### config.mk
export PLATFORM = sky130hd
export DESIGN_NAME = irqagg_top
export DESIGN_NICKNAME = d
export VERILOG_FILES = /design/src/rtl/irqagg_pkg.sv /design/src/rtl/irqagg_bitreg.sv /design/src/rtl/irqagg_prio.sv /design/src/rtl/irqagg_line.sv /design/src/rtl/irqagg_top.sv
export SDC_FILE = /design/constraint.sdc
export NUM_CORES = 1
export LEC_CHECK = 0
export BUFFER_PORTS_ARGS = -buffer_cell sky130_fd_sc_hd__buf_2
export CAP_MARGIN = 40
export CORE_MARGIN = 2
export CORE_UTILIZATION = 37
export CTS_CLUSTER_SIZE = 14
export DETAILED_ROUTE_END_ITERATION = 8
export GPL_TIMING_DRIVEN = 1
export HOLD_SLACK_MARGIN = 0.03
export PLACE_DENSITY = 0.76
export SYNTH_ARGS = -nofsm -noshare
export SYNTH_HDL_FRONTEND = slang
export SYNTH_HIERARCHICAL = 1
export SYNTH_SLANG_ARGS = --single-unit
### constraint.sdc
create_clock -name clk -period 1.8 [get_ports clk]
set_input_delay 0.18 -clock clk [delete_from_list [all_inputs] [get_ports clk]]
set_output_delay 0.18 -clock clk [all_outputs]
set_load 0.03 [all_outputs]
### src/rtl/irqagg_pkg.sv
package irqagg_pkg;

    localparam int unsigned BUS_ADDR_W = 8;
    localparam int unsigned BUS_DATA_W = 32;

    localparam logic [BUS_ADDR_W-1:0] OFS_CAUSE  = 8'h50;
    localparam logic [BUS_ADDR_W-1:0] OFS_ENABLE = 8'h54;
    localparam logic [BUS_ADDR_W-1:0] OFS_TOP    = 8'h5C;

    localparam int unsigned TOP_VALID_BIT = 31;

    typedef enum logic [0:0] {
        LINE_QUIET  = 1'b0,
        LINE_RAISED = 1'b1
    } line_state_e;

endpackage

### src/rtl/irqagg_bitreg.sv
module irqagg_bitreg #(
    parameter int unsigned WIDTH   = 7,
    parameter bit          HAS_SET = 1'b1
) (
    input  logic             clk,
    input  logic             rst_n,
    input  logic [WIDTH-1:0] set_i,
    input  logic             load_i,
    input  logic [WIDTH-1:0] load_val_i,
    output logic [WIDTH-1:0] q_o
);

    for (genvar g = 0; g < WIDTH; g++) begin : g_bit
        logic bit_q;

        if (HAS_SET) begin : g_settable
            // hardware event outranks a software load in the same cycle
            always_ff @(posedge clk or negedge rst_n) begin
                if (!rst_n) begin
                    bit_q <= 1'b0;
                end else if (set_i[g]) begin
                    bit_q <= 1'b1;
                end else if (load_i) begin
                    bit_q <= load_val_i[g];
                end
            end
        end else begin : g_plain
            logic unused_set;
            assign unused_set = set_i[g];

            always_ff @(posedge clk or negedge rst_n) begin
                if (!rst_n) begin
                    bit_q <= 1'b0;
                end else if (load_i) begin
                    bit_q <= load_val_i[g];
                end
            end
        end

        assign q_o[g] = bit_q;
    end

endmodule

### src/rtl/irqagg_prio.sv
module irqagg_prio #(
    parameter int unsigned WIDTH = 7,
    parameter int unsigned IDX_W = (WIDTH > 1) ? $clog2(WIDTH) : 1
) (
    input  logic [WIDTH-1:0] pend_i,
    output logic             valid_o,
    output logic [IDX_W-1:0] idx_o
);

    always_comb begin
        valid_o = 1'b0;
        idx_o   = '0;
        // ascending scan: the last hit is the highest index
        for (int i = 0; i < WIDTH; i++) begin
            if (pend_i[i]) begin
                valid_o = 1'b1;
                idx_o   = IDX_W'(i);
            end
        end
    end

endmodule

### src/rtl/irqagg_line.sv
module irqagg_line
    import irqagg_pkg::*;
(
    input  logic clk,
    input  logic rst_n,
    input  logic any_i,
    output logic irq_o
);

    line_state_e state_q;
    line_state_e state_d;

    always_ff @(posedge clk or negedge rst_n) begin
        if (!rst_n) begin
            state_q <= LINE_QUIET;
        end else begin
            state_q <= state_d;
        end
    end

    always_comb begin
        state_d = state_q;
        unique case (state_q)
            LINE_QUIET: begin
                if (any_i) begin
                    state_d = LINE_RAISED;   // RAISE
                end
            end
            LINE_RAISED: begin
                if (!any_i) begin
                    state_d = LINE_QUIET;    // DROP
                end
            end
            default: state_d = LINE_QUIET;
        endcase
    end

    always_comb begin
        unique case (state_q)
            LINE_RAISED: irq_o = 1'b1;
            default:     irq_o = 1'b0;
        endcase
    end

endmodule

### src/rtl/irqagg_top.sv
module irqagg_top
    import irqagg_pkg::*;
#(
    parameter int unsigned NUM_SRC = 7
) (
    input  logic                  clk,
    input  logic                  rst_n,
    input  logic [NUM_SRC-1:0]    src_i,
    input  logic                  wr_en,
    input  logic [BUS_ADDR_W-1:0] addr,
    input  logic [BUS_DATA_W-1:0] wdata,
    output logic [BUS_DATA_W-1:0] rdata,
    output logic                  irq_o
);

    localparam int unsigned IDX_W = (NUM_SRC > 1) ? $clog2(NUM_SRC) : 1;

    logic [NUM_SRC-1:0] cause_q;
    logic [NUM_SRC-1:0] enable_q;
    logic [NUM_SRC-1:0] pend;
    logic               top_valid;
    logic [IDX_W-1:0]   top_idx;
    logic               ld_cause;
    logic               ld_enable;
    logic               unused_wdata_hi;

    assign unused_wdata_hi = ^wdata[BUS_DATA_W-1:NUM_SRC];

    assign ld_cause  = wr_en && (addr == OFS_CAUSE);
    assign ld_enable = wr_en && (addr == OFS_ENABLE);

    irqagg_bitreg #(.WIDTH(NUM_SRC), .HAS_SET(1'b1)) u_cause (
        .clk        (clk),
        .rst_n      (rst_n),
        .set_i      (src_i),
        .load_i     (ld_cause),
        .load_val_i (wdata[NUM_SRC-1:0]),
        .q_o        (cause_q)
    );

    irqagg_bitreg #(.WIDTH(NUM_SRC), .HAS_SET(1'b0)) u_enable (
        .clk        (clk),
        .rst_n      (rst_n),
        .set_i      ('0),
        .load_i     (ld_enable),
        .load_val_i (wdata[NUM_SRC-1:0]),
        .q_o        (enable_q)
    );

    assign pend = cause_q & enable_q;

    irqagg_prio #(.WIDTH(NUM_SRC), .IDX_W(IDX_W)) u_prio (
        .pend_i  (pend),
        .valid_o (top_valid),
        .idx_o   (top_idx)
    );

    irqagg_line u_line (
        .clk   (clk),
        .rst_n (rst_n),
        .any_i (|pend),
        .irq_o (irq_o)
    );

    always_comb begin
        rdata = '0;
        case (addr)
            OFS_CAUSE:  rdata[NUM_SRC-1:0] = cause_q;
            OFS_ENABLE: rdata[NUM_SRC-1:0] = enable_q;
            OFS_TOP: begin
                rdata[TOP_VALID_BIT] = top_valid;
                rdata[IDX_W-1:0]     = top_idx;
            end
            default:    rdata = '0;
        endcase
    end

endmodule

==> flow_summary.yaml, run 1 <==
status:
  outcome: "complete, but fails checks"
  violations: "setup timing"
clock_tree:
  clock_latency_ns: 0.29
  cts.sinks: 15
  cts_made_buffers: 3
  cts_tree: "done"
  cts_buffer_depth: 2
  clk_pin_slew_worst_paths_ns: 0.10
  cts_htree_levels: 1
  root_buffer: "clkbuf_4"
placed_design:
  numPortBuffers: 33
  numPlacedInstances: 197
  dpl_worst_slack_ns: -0.0847
  dp_hpwl_mm: 1.82
  place_congestion: 0.860
detailed_routing:
  vias: 880
  dr.first_iter.drc_count: 10
  wl_mm: 2.37
  wl_per_cell_um: 11.5
  drc: 0
  viasPerCell: 4.27
  ant_nets: 0
  dr.pass1.iters: 4
yosys:
  netlist_area_um2: 1210
  syn-instance-count: 124
  synth_seq_area_share_pct: 31.0
  synth_warnings: 6
  syn_avg_cell_area_um2: 9.77
  yosysUniqueCellTypes: 27
  synth_seq_cells: 15
critical_path:
  cp-start-kind: "register"
  reg2reg_depth: 3
  r2r_end: "u_line/state_q"
  max_stage_delay_ns: 0.46
  crit_path_end_kind: "primary output"
  r2r_start: "u_cause/g_bit[3].bit_q"
  cp.arrival_ns: 1.99
  r2r_setup_slack_ns: 0.18
  crit_family: "simple AND/OR/NAND/NOR gates"
  path_class: "register to primary output"
  path_max_fanout: 2
  worstPathRequired_ns: 1.62
  path_cells: "and2_4 -> or3_4 -> or4b_1 -> and4_4 -> buf_6"
  worst-path-buf-inv: 1
  slowest_stage: "or4b_1"
global_routing:
  grt_use_total_pct: 13.1
  overflow: 0
  antenna_found_initial: 0
  grt_pass1_vias: 789
  grt_max_degree: 16
  grt_first_pass_wirelength_mm: 3.54
timing:
  hold_viol_final: 0
  rsz0062_at_grt: "true"
  finalSetupViolCount: 4
  hold_slack_ns: 0.0624
  fin_skew_ns: 0.00649
  fmax_mhz: 460
  slew_viol_final: 0
  period_share_pct: 121
  finalCriticalPeriod_ns: 2.17
  tns_ns: -0.900
  final.setup.worst_slack_ns: -0.372
min_path:
  whs_endpoint: "u_cause/g_bit[2].bit_q"
  hold_path_startpoint: "src_i[2]"
  min_delay_path_depth: 2
  hold_path_class: "primary input to register"
cells_and_area:
  drive_above_1_share_pct: 46.3
  mostFrequentLayoutCells: "29 x buf_2, 24 x conb_1, 17 x buf_4"
  syn2layout_area_growth_pct: 20.1
  nets: 213
  finalNonFillerCells: 206
  fin_util_pct: 47.3
  fillers: 316
  layout_commonest_cell: "buf_2"
  diodes: 0
power:
  p_per_area_nw_per_um2: 541
  p_leak_nw: 0.724
  ir_drop_mv: 0.367
run:
  maxCapViolations: 0
floorplanning:
  start_util_pct: 39.3
  die_area_um2: 3750
  num_io_pins: 83
  die_x_um: 61.2
  die_h_um: 61.2
  core_area_um2: 3080
  rows: 20
## cell type report
cell class	instances	area (µm²)	area share [%]
multi-input cells	88	639	43.9
well taps	44	55.1	3.78
flip-flops and latches	15	375	25.8
inverters	2	7.51	0.516
repair buffers	53	350	24.1
clock buffers	3	22.5	1.55
clock inverters	1	5.00	0.344
## through the flow
stage	total power, mW	cell area [µm²]
2_1_floorplan	0.556	1310
3_3_place_gp	0.570	1330
3_5_place_dp	0.572	1330
4_1_cts	0.781	1410
5_1_grt	0.828	1460
6_report	0.787	1460
## routing by layer
layer	GRT usage (%)	wire length, µm
met1	15.8	988
met2	22.8	1110
met3	3.57	243
met4	3.73	28
met5	0	0
## how the worst max path moves through the flow
stage / slack (ns) / end / cells after the start / from
global placement: -0.09 / u_cause/g_bit[1].bit_q / 7 / addr[7]
floorplan: -0.02 / rdata[31] / 5 / u_cause/g_bit[4].bit_q
finish: -0.37 / rdata[31] / 5 / u_cause/g_bit[4].bit_q
CTS: -0.38 / rdata[31] / 5 / u_cause/g_bit[4].bit_q
detailed placement: -0.08 / rdata[31] / 5 / u_cause/g_bit[4].bit_q
global route: -0.40 / rdata[31] / 5 / u_cause/g_bit[4].bit_q
## state kept, by name (all words and copies together) (netlist names)
register	flops
u_line/state_q	1
u_cause/g_bit.bit_q	7
u_enable/g_bit.bit_q	7
## cells in the mapped netlist
master      n  share of area [%]
mux2i_1     7                5.8
a211o_1     7                5.1
clkbuf_1    2               0.62
o21ai_1     3                1.2
and2_4      1               0.72
nor3_1      1               0.41
nor2b_2     2                1.4
nor2b_1     5                2.6
nand3_1     3                1.2
nand2_1     1               0.31
conb_1      1               0.31
o31ai_1     1               0.62
a221oi_1    1               0.72
and4_1      1               0.72
or4_1       3                1.9
dfrtp_1    15                 31
nor3b_1     1               0.62
nor2_1      7                2.2
nand4bb_1   1               0.93
mux2_4      7                8.7
inv_1       2               0.62
buf_4      38                 24
buf_6       2                1.9
or4b_1      1               0.83
or3_4       1               0.93
nand2b_1    1               0.52
and2_1      9                4.6
## cell families after synthesis
logic type | synth area share [%]
mux | 14.5
other cells | 0.310
simple gates | 19.9
buf+inv | 26.7
compound gates | 7.64
flops | 31.0
## what timing repair did
action / in CTS / in global routing
gates resized for setup: 10 / 4
hold buffers: 1 / 0
endpoints found under the hold margin: 15 / 0
pin swaps: 2 / 2
endpoints found under the setup margin: 4 / 4
buffers inserted: 1 / 3
## power by group
| group | total, mW | internal, mW | switching (mW) |
|---|---|---|---|
| Sequential | 0.357 | 0.350 | 0.00681 |
| Clock | 0.201 | 0.0827 | 0.118 |
| Combinational | 0.230 | 0.0889 | 0.141 |
| Total | 0.787 | 0.522 | 0.266 |
Power figures use the tool's default switching activity.
==> inputs of run 2 (changes only) <==
--- a/config.mk
+++ b/config.mk
@@ -7,13 +7,16 @@
 export LEC_CHECK = 0
 export BUFFER_PORTS_ARGS = -buffer_cell sky130_fd_sc_hd__buf_2
 export CAP_MARGIN = 40
+export CELL_PAD_IN_SITES_DETAIL_PLACEMENT = 1
+export CELL_PAD_IN_SITES_GLOBAL_PLACEMENT = 2
 export CORE_MARGIN = 2
-export CORE_UTILIZATION = 37
+export CORE_UTILIZATION = 20
 export CTS_CLUSTER_SIZE = 14
 export DETAILED_ROUTE_END_ITERATION = 8
 export GPL_TIMING_DRIVEN = 1
 export HOLD_SLACK_MARGIN = 0.03
-export PLACE_DENSITY = 0.76
+export PLACE_DENSITY_LB_ADDON = 0.1
+export SLEW_MARGIN = 0
 export SYNTH_ARGS = -nofsm -noshare
 export SYNTH_HDL_FRONTEND = slang
 export SYNTH_HIERARCHICAL = 1
==> run 2 against run 1 <==
  * The flow still finishes with violations (setup timing)
  * Wire length increased by 18%
  * Setup slack gained 0.065 ns
  * Clock power grew 37%
  * Critical path depth unchanged
  * Non-clock buffer count rose by 7
  * Worst hold slack better by 0.051 ns
  * Sequential share of layout area down 2.0 points
  * Clock skew is 0.0050 ns lower
  * Global-route usage is 4.3 points lower
  * First-iteration DRC count up 20%
  * Highest routed layer unchanged
==> flow_summary.yaml, run 2 (same netlist as run 1, synthesis figures left out) <==
detailed_routing:
  ant_nets: 0
  vias: 930
  viasPerCell: 3.81
  wl_mm: 2.80
  drc: 0
  dr.pass1.iters: 2
  wl_per_cell_um: 11.5
  dr.first_iter.drc_count: 12
cells_and_area:
  fin_util_pct: 26.8
  finalNonFillerCells: 244
  layout_commonest_cell: "buf_2"
  drive_above_1_share_pct: 50.3
  diodes: 0
  reg_top3: "u_cause/g_bit.bit_q x7, u_enable/g_bit.bit_q x7, u_line/state_q x1"
  nets: 220
  syn2layout_area_growth_pct: 30.2
  mostFrequentLayoutCells: "29 x buf_2, 24 x conb_1, 24 x buf_4"
floorplanning:
  rows: 28
  die_x_um: 81.8
  die_area_um2: 6690
  core_area_um2: 5890
  num_io_pins: 83
  start_util_pct: 20.6
  die_h_um: 81.8
critical_path:
  worstPathRequired_ns: 1.62
  cp-start-kind: "register"
  cp.arrival_ns: 1.93
  path_class: "register to primary output"
  crit_path_end_kind: "primary output"
  path_max_fanout: 2
timing:
  period_share_pct: 117
  slew_viol_final: 0
  finalSetupViolCount: 4
  tns_ns: -0.711
  hold_viol_final: 0
  rsz0062_at_grt: "true"
  finalCriticalPeriod_ns: 2.11
  final.setup.worst_slack_ns: -0.308
  fin_skew_ns: 0.00146
  fmax_mhz: 474
clock_tree:
  cts_htree_levels: 1
  cts_buffer_depth: 2
  clock_latency_ns: 0.25
  root_buffer: "clkbuf_8"
  clk_pin_slew_worst_paths_ns: 0.06
  cts_made_buffers: 3
  cts.sinks: 15
  cts_tree: "done"
status:
  outcome: "complete, but fails checks"
  violations: "setup timing"
placed_design:
  place_congestion: 0.734
  numPortBuffers: 33
  dpl_worst_slack_ns: -0.145
  numPlacedInstances: 230
  dp_hpwl_mm: 2.27
global_routing:
  grt_pass1_vias: 991
  grt_use_total_pct: 8.78
  grt_first_pass_wirelength_mm: 4.50
  overflow: 0
  antenna_found_initial: 0
  grt_max_degree: 16
power:
  p_total_mw: 0.881
  ir_drop_mv: 0.163
  p_leak_nw: 0.765
  p_per_area_nw_per_um2: 559
min_path:
  hold_path_class: "primary input to register"
run:
  maxCapViolations: 0
-- run 2: final cells by class --
cell class | count | area, µm²
clock buffer | 4 | 45.0
fill | 697 | 4310
inverter | 2 | 7.51
multi-input combinational | 88 | 652
sequential | 15 | 375
tap | 75 | 93.8
timing repair buffer | 60 | 403
-- run 2: what timing repair did --
item	CTS	global route
hold endpoints to repair	15	0
hold buffers	1	0
setup endpoints to repair	4	5
pin swaps	8	8
buffers inserted	7	6
resized for setup	17	4
-- run 2: report_power, final --
part	leakage (nW)	switching, mW	internal (mW)
clock network	0.0228	0.120	0.157
logic	0.572	0.146	0.102
registers	0.171	0.00598	0.351
-- run 2: per-layer routing --
metal  up-vias  track usage [%]  part of all wire [%]
li1        452                -                     -
met1       439             10.9                    44
met2        35             15.5                    50
met3         4             1.10                   5.9
met4         0             3.00                  0.82
met5         -                0                     0
-- run 2: per-stage QoR --
| stage | hold slack, ns | cell area (µm²) |
|---|---|---|
| after detailed placement | 0.121 | 1380 |
| after global routing | 0.117 | 1580 |
| after CTS | 0.110 | 1560 |
| final | 0.113 | 1580 |
| after global placement | 0.123 | 1380 |
| after floorplan | -0.116 | 1310 |
-- run 2: path summary, 6_finish.rpt --
path,start,to,slack (ns),cells after the start
min reg2reg,u_enable/g_bit[1].bit_q,u_enable/g_bit[1].bit_q,0.54,1
max reg2reg,u_cause/g_bit[3].bit_q,u_line/state_q,0.17,3
min in group asynchronous,rst_n,u_cause/g_bit[0].bit_q,0.37,2
max,u_enable/g_bit[6].bit_q,rdata[31],-0.31,5
max in group asynchronous,rst_n,u_enable/g_bit[5].bit_q,1.16,2
min,src_i[1],u_cause/g_bit[1].bit_q,0.11,2
-- run 2: critical path, cell delays in order, from the launching register on --
cell,delay (ns)
dfrtp_1,0.37
and2_4,0.16
or3_4,0.38
or4b_4,0.48
and4_4,0.16
buf_6,0.13
==> inputs of run 3 (changes only) <==
--- a/config.mk
+++ b/config.mk
@@ -5,7 +5,7 @@
 export SDC_FILE = /design/constraint.sdc
 export NUM_CORES = 1
 export LEC_CHECK = 0
-export BUFFER_PORTS_ARGS = -buffer_cell sky130_fd_sc_hd__buf_2
+export BUFFER_PORTS_ARGS = -buffer_cell sky130_fd_sc_hd__buf_4
 export CAP_MARGIN = 40
 export CELL_PAD_IN_SITES_DETAIL_PLACEMENT = 1
 export CELL_PAD_IN_SITES_GLOBAL_PLACEMENT = 2
==> run 3 against run 2 <==
  * The run still ends with setup timing left
  * Worst hold slack better by 0.00092 ns
  * Global-route usage fell by 0.39 points
  * Non-clock buffer count shrank 2
  * Critical path type unchanged
  * Cell count fell by 0.82%
  * Clock power barely moved
  * Wire length unchanged
  * Combinational power increased by 8.1%
  * Sequential cell count unchanged
  * Critical path depth stayed put
  * Core utilization is 1.1 points higher
  * Clock skew barely moved
  * Die area unchanged
==> flow_summary.yaml, run 3 (same netlist as run 1, synthesis figures left out) <==
status:
  outcome: "complete, but fails checks"
  violations: "setup timing"
timing:
  finalSetupViolCount: 4
  period_share_pct: 119
  fmax_mhz: 468
  finalCriticalPeriod_ns: 2.13
  final.setup.worst_slack_ns: -0.335
  fin_skew_ns: 0.00152
  hold_viol_final: 0
  slew_viol_final: 0
  rsz0062_at_grt: "true"
detailed_routing:
  wl_per_cell_um: 11.6
  drc: 0
  viasPerCell: 3.71
  wl_mm: 2.80
  vias: 899
  dr.first_iter.drc_count: 22
  ant_nets: 0
  dr.pass1.iters: 4
power:
  p_leak_nw: 0.777
  p_total_mw: 0.900
  ir_drop_mv: 0.188
  p_per_area_nw_per_um2: 549
global_routing:
  antenna_found_initial: 0
  grt_use_total_pct: 8.39
  grt_first_pass_wirelength_mm: 4.27
  grt_pass1_vias: 923
  overflow: 0
  grt_max_degree: 16
clock_tree:
  cts_htree_levels: 1
  clk_pin_slew_worst_paths_ns: 0.06
  clock_latency_ns: 0.25
  cts.sinks: 15
  cts_made_buffers: 3
  cts_buffer_depth: 2
  cts_tree: "done"
  root_buffer: "clkbuf_8"
placed_design:
  dp_hpwl_mm: 2.22
  numPortBuffers: 33
  dpl_worst_slack_ns: -0.128
  place_congestion: 0.790
critical_path:
  cp.arrival_ns: 1.95
  worstPathRequired_ns: 1.62
  reg2reg_depth: 3
  crit_path_end_kind: "primary output"
  cp-start-kind: "register"
  path_class: "register to primary output"
  path_max_fanout: 2
floorplanning:
  rows: 28
  core_area_um2: 5890
  die_area_um2: 6690
  die_h_um: 81.8
  die_x_um: 81.8
  num_io_pins: 83
  start_util_pct: 20.6
cells_and_area:
  multi_input_area_um2: 654
  diodes: 0
  layout_commonest_cell: "buf_4"
  seq_area_um2: 375
  mostFrequentLayoutCells: "50 x buf_4, 24 x conb_1, 15 x dfrtp_1"
  drive_above_1_share_pct: 49.7
  nets: 218
  syn2layout_area_growth_pct: 35.4
  fillers: 711
  reg_top3: "u_cause/g_bit.bit_q x7, u_enable/g_bit.bit_q x7, u_line/state_q x1"
min_path:
  min_delay_path_depth: 2
  hold_path_class: "primary input to register"
run:
  maxCapViolations: 0
## run 3: timing repair
| item | in CTS | in global routing |
|---|---|---|
| setup buffers | 3 | 4 |
| hold buffers | 1 | 0 |
| hold endpoints to repair | 15 | 0 |
| setup endpoints to repair | 4 | 4 |
| resized for setup | 8 | 7 |
| pin swaps | 3 | 4 |
## run 3: metrics by stage
step | hold WS (ns) | setup TNS [ns] | instance area, µm² | util, % | instances
detailed placement | 0.0569 | -1.25 | 1470 | 24.9 | 230
CTS | 0.105 | -0.486 | 1580 | 26.8 | 238
global placement | 0.0563 | -1.17 | 1470 | 24.9 | 230
global route | 0.112 | -1.02 | 1640 | 27.9 | 242
finish | 0.114 | -0.739 | 1640 | 27.9 | 242
floorplan | -0.116 | -0.0231 | 1310 | - | 147
## run 3: path summary, 6_finish.rpt
check,startpoint,end,slack [ns]
hold / removal,src_i[1],u_cause/g_bit[1].bit_q,0.11
hold reg to reg,u_enable/g_bit[1].bit_q,u_enable/g_bit[1].bit_q,0.53
setup reg to reg,u_cause/g_bit[3].bit_q,u_line/state_q,0.15
setup / recovery,u_enable/g_bit[4].bit_q,rdata[31],-0.33
max in group asynchronous,rst_n,u_cause/g_bit[5].bit_q,1.29
min in group asynchronous,rst_n,u_cause/g_bit[0].bit_q,0.33
## run 3: worst max-delay path, stage by stage (launching register included)
cell and delay, ns:
dfrtp_1 0.38, and2_4 0.16, or3_4 0.39, or4b_4 0.49
and4_4 0.16, buf_6 0.13
## run 3: routing by layer
metal,up-vias,wire length [µm],track usage (%)
li1,445,-,-
met5,-,0,0
met3,4,178,0.769
met2,35,1360,14.6
met4,0,32,3.50
met1,415,1220,10.5
## run 3: power breakdown
group          internal, mW  switching [mW]
registers             0.351         0.00597
logic                 0.121           0.148
clock network         0.157           0.118
## run 3: area by class of cell
cell class,instances,area share (%)
Clock buffer,4,2.75
Timing Repair Buffer,58,28.3
Sequential cell,15,22.9
Multi-Input combinational cell,88,39.9
Tap cell,75,5.72
Inverter,2,0.458
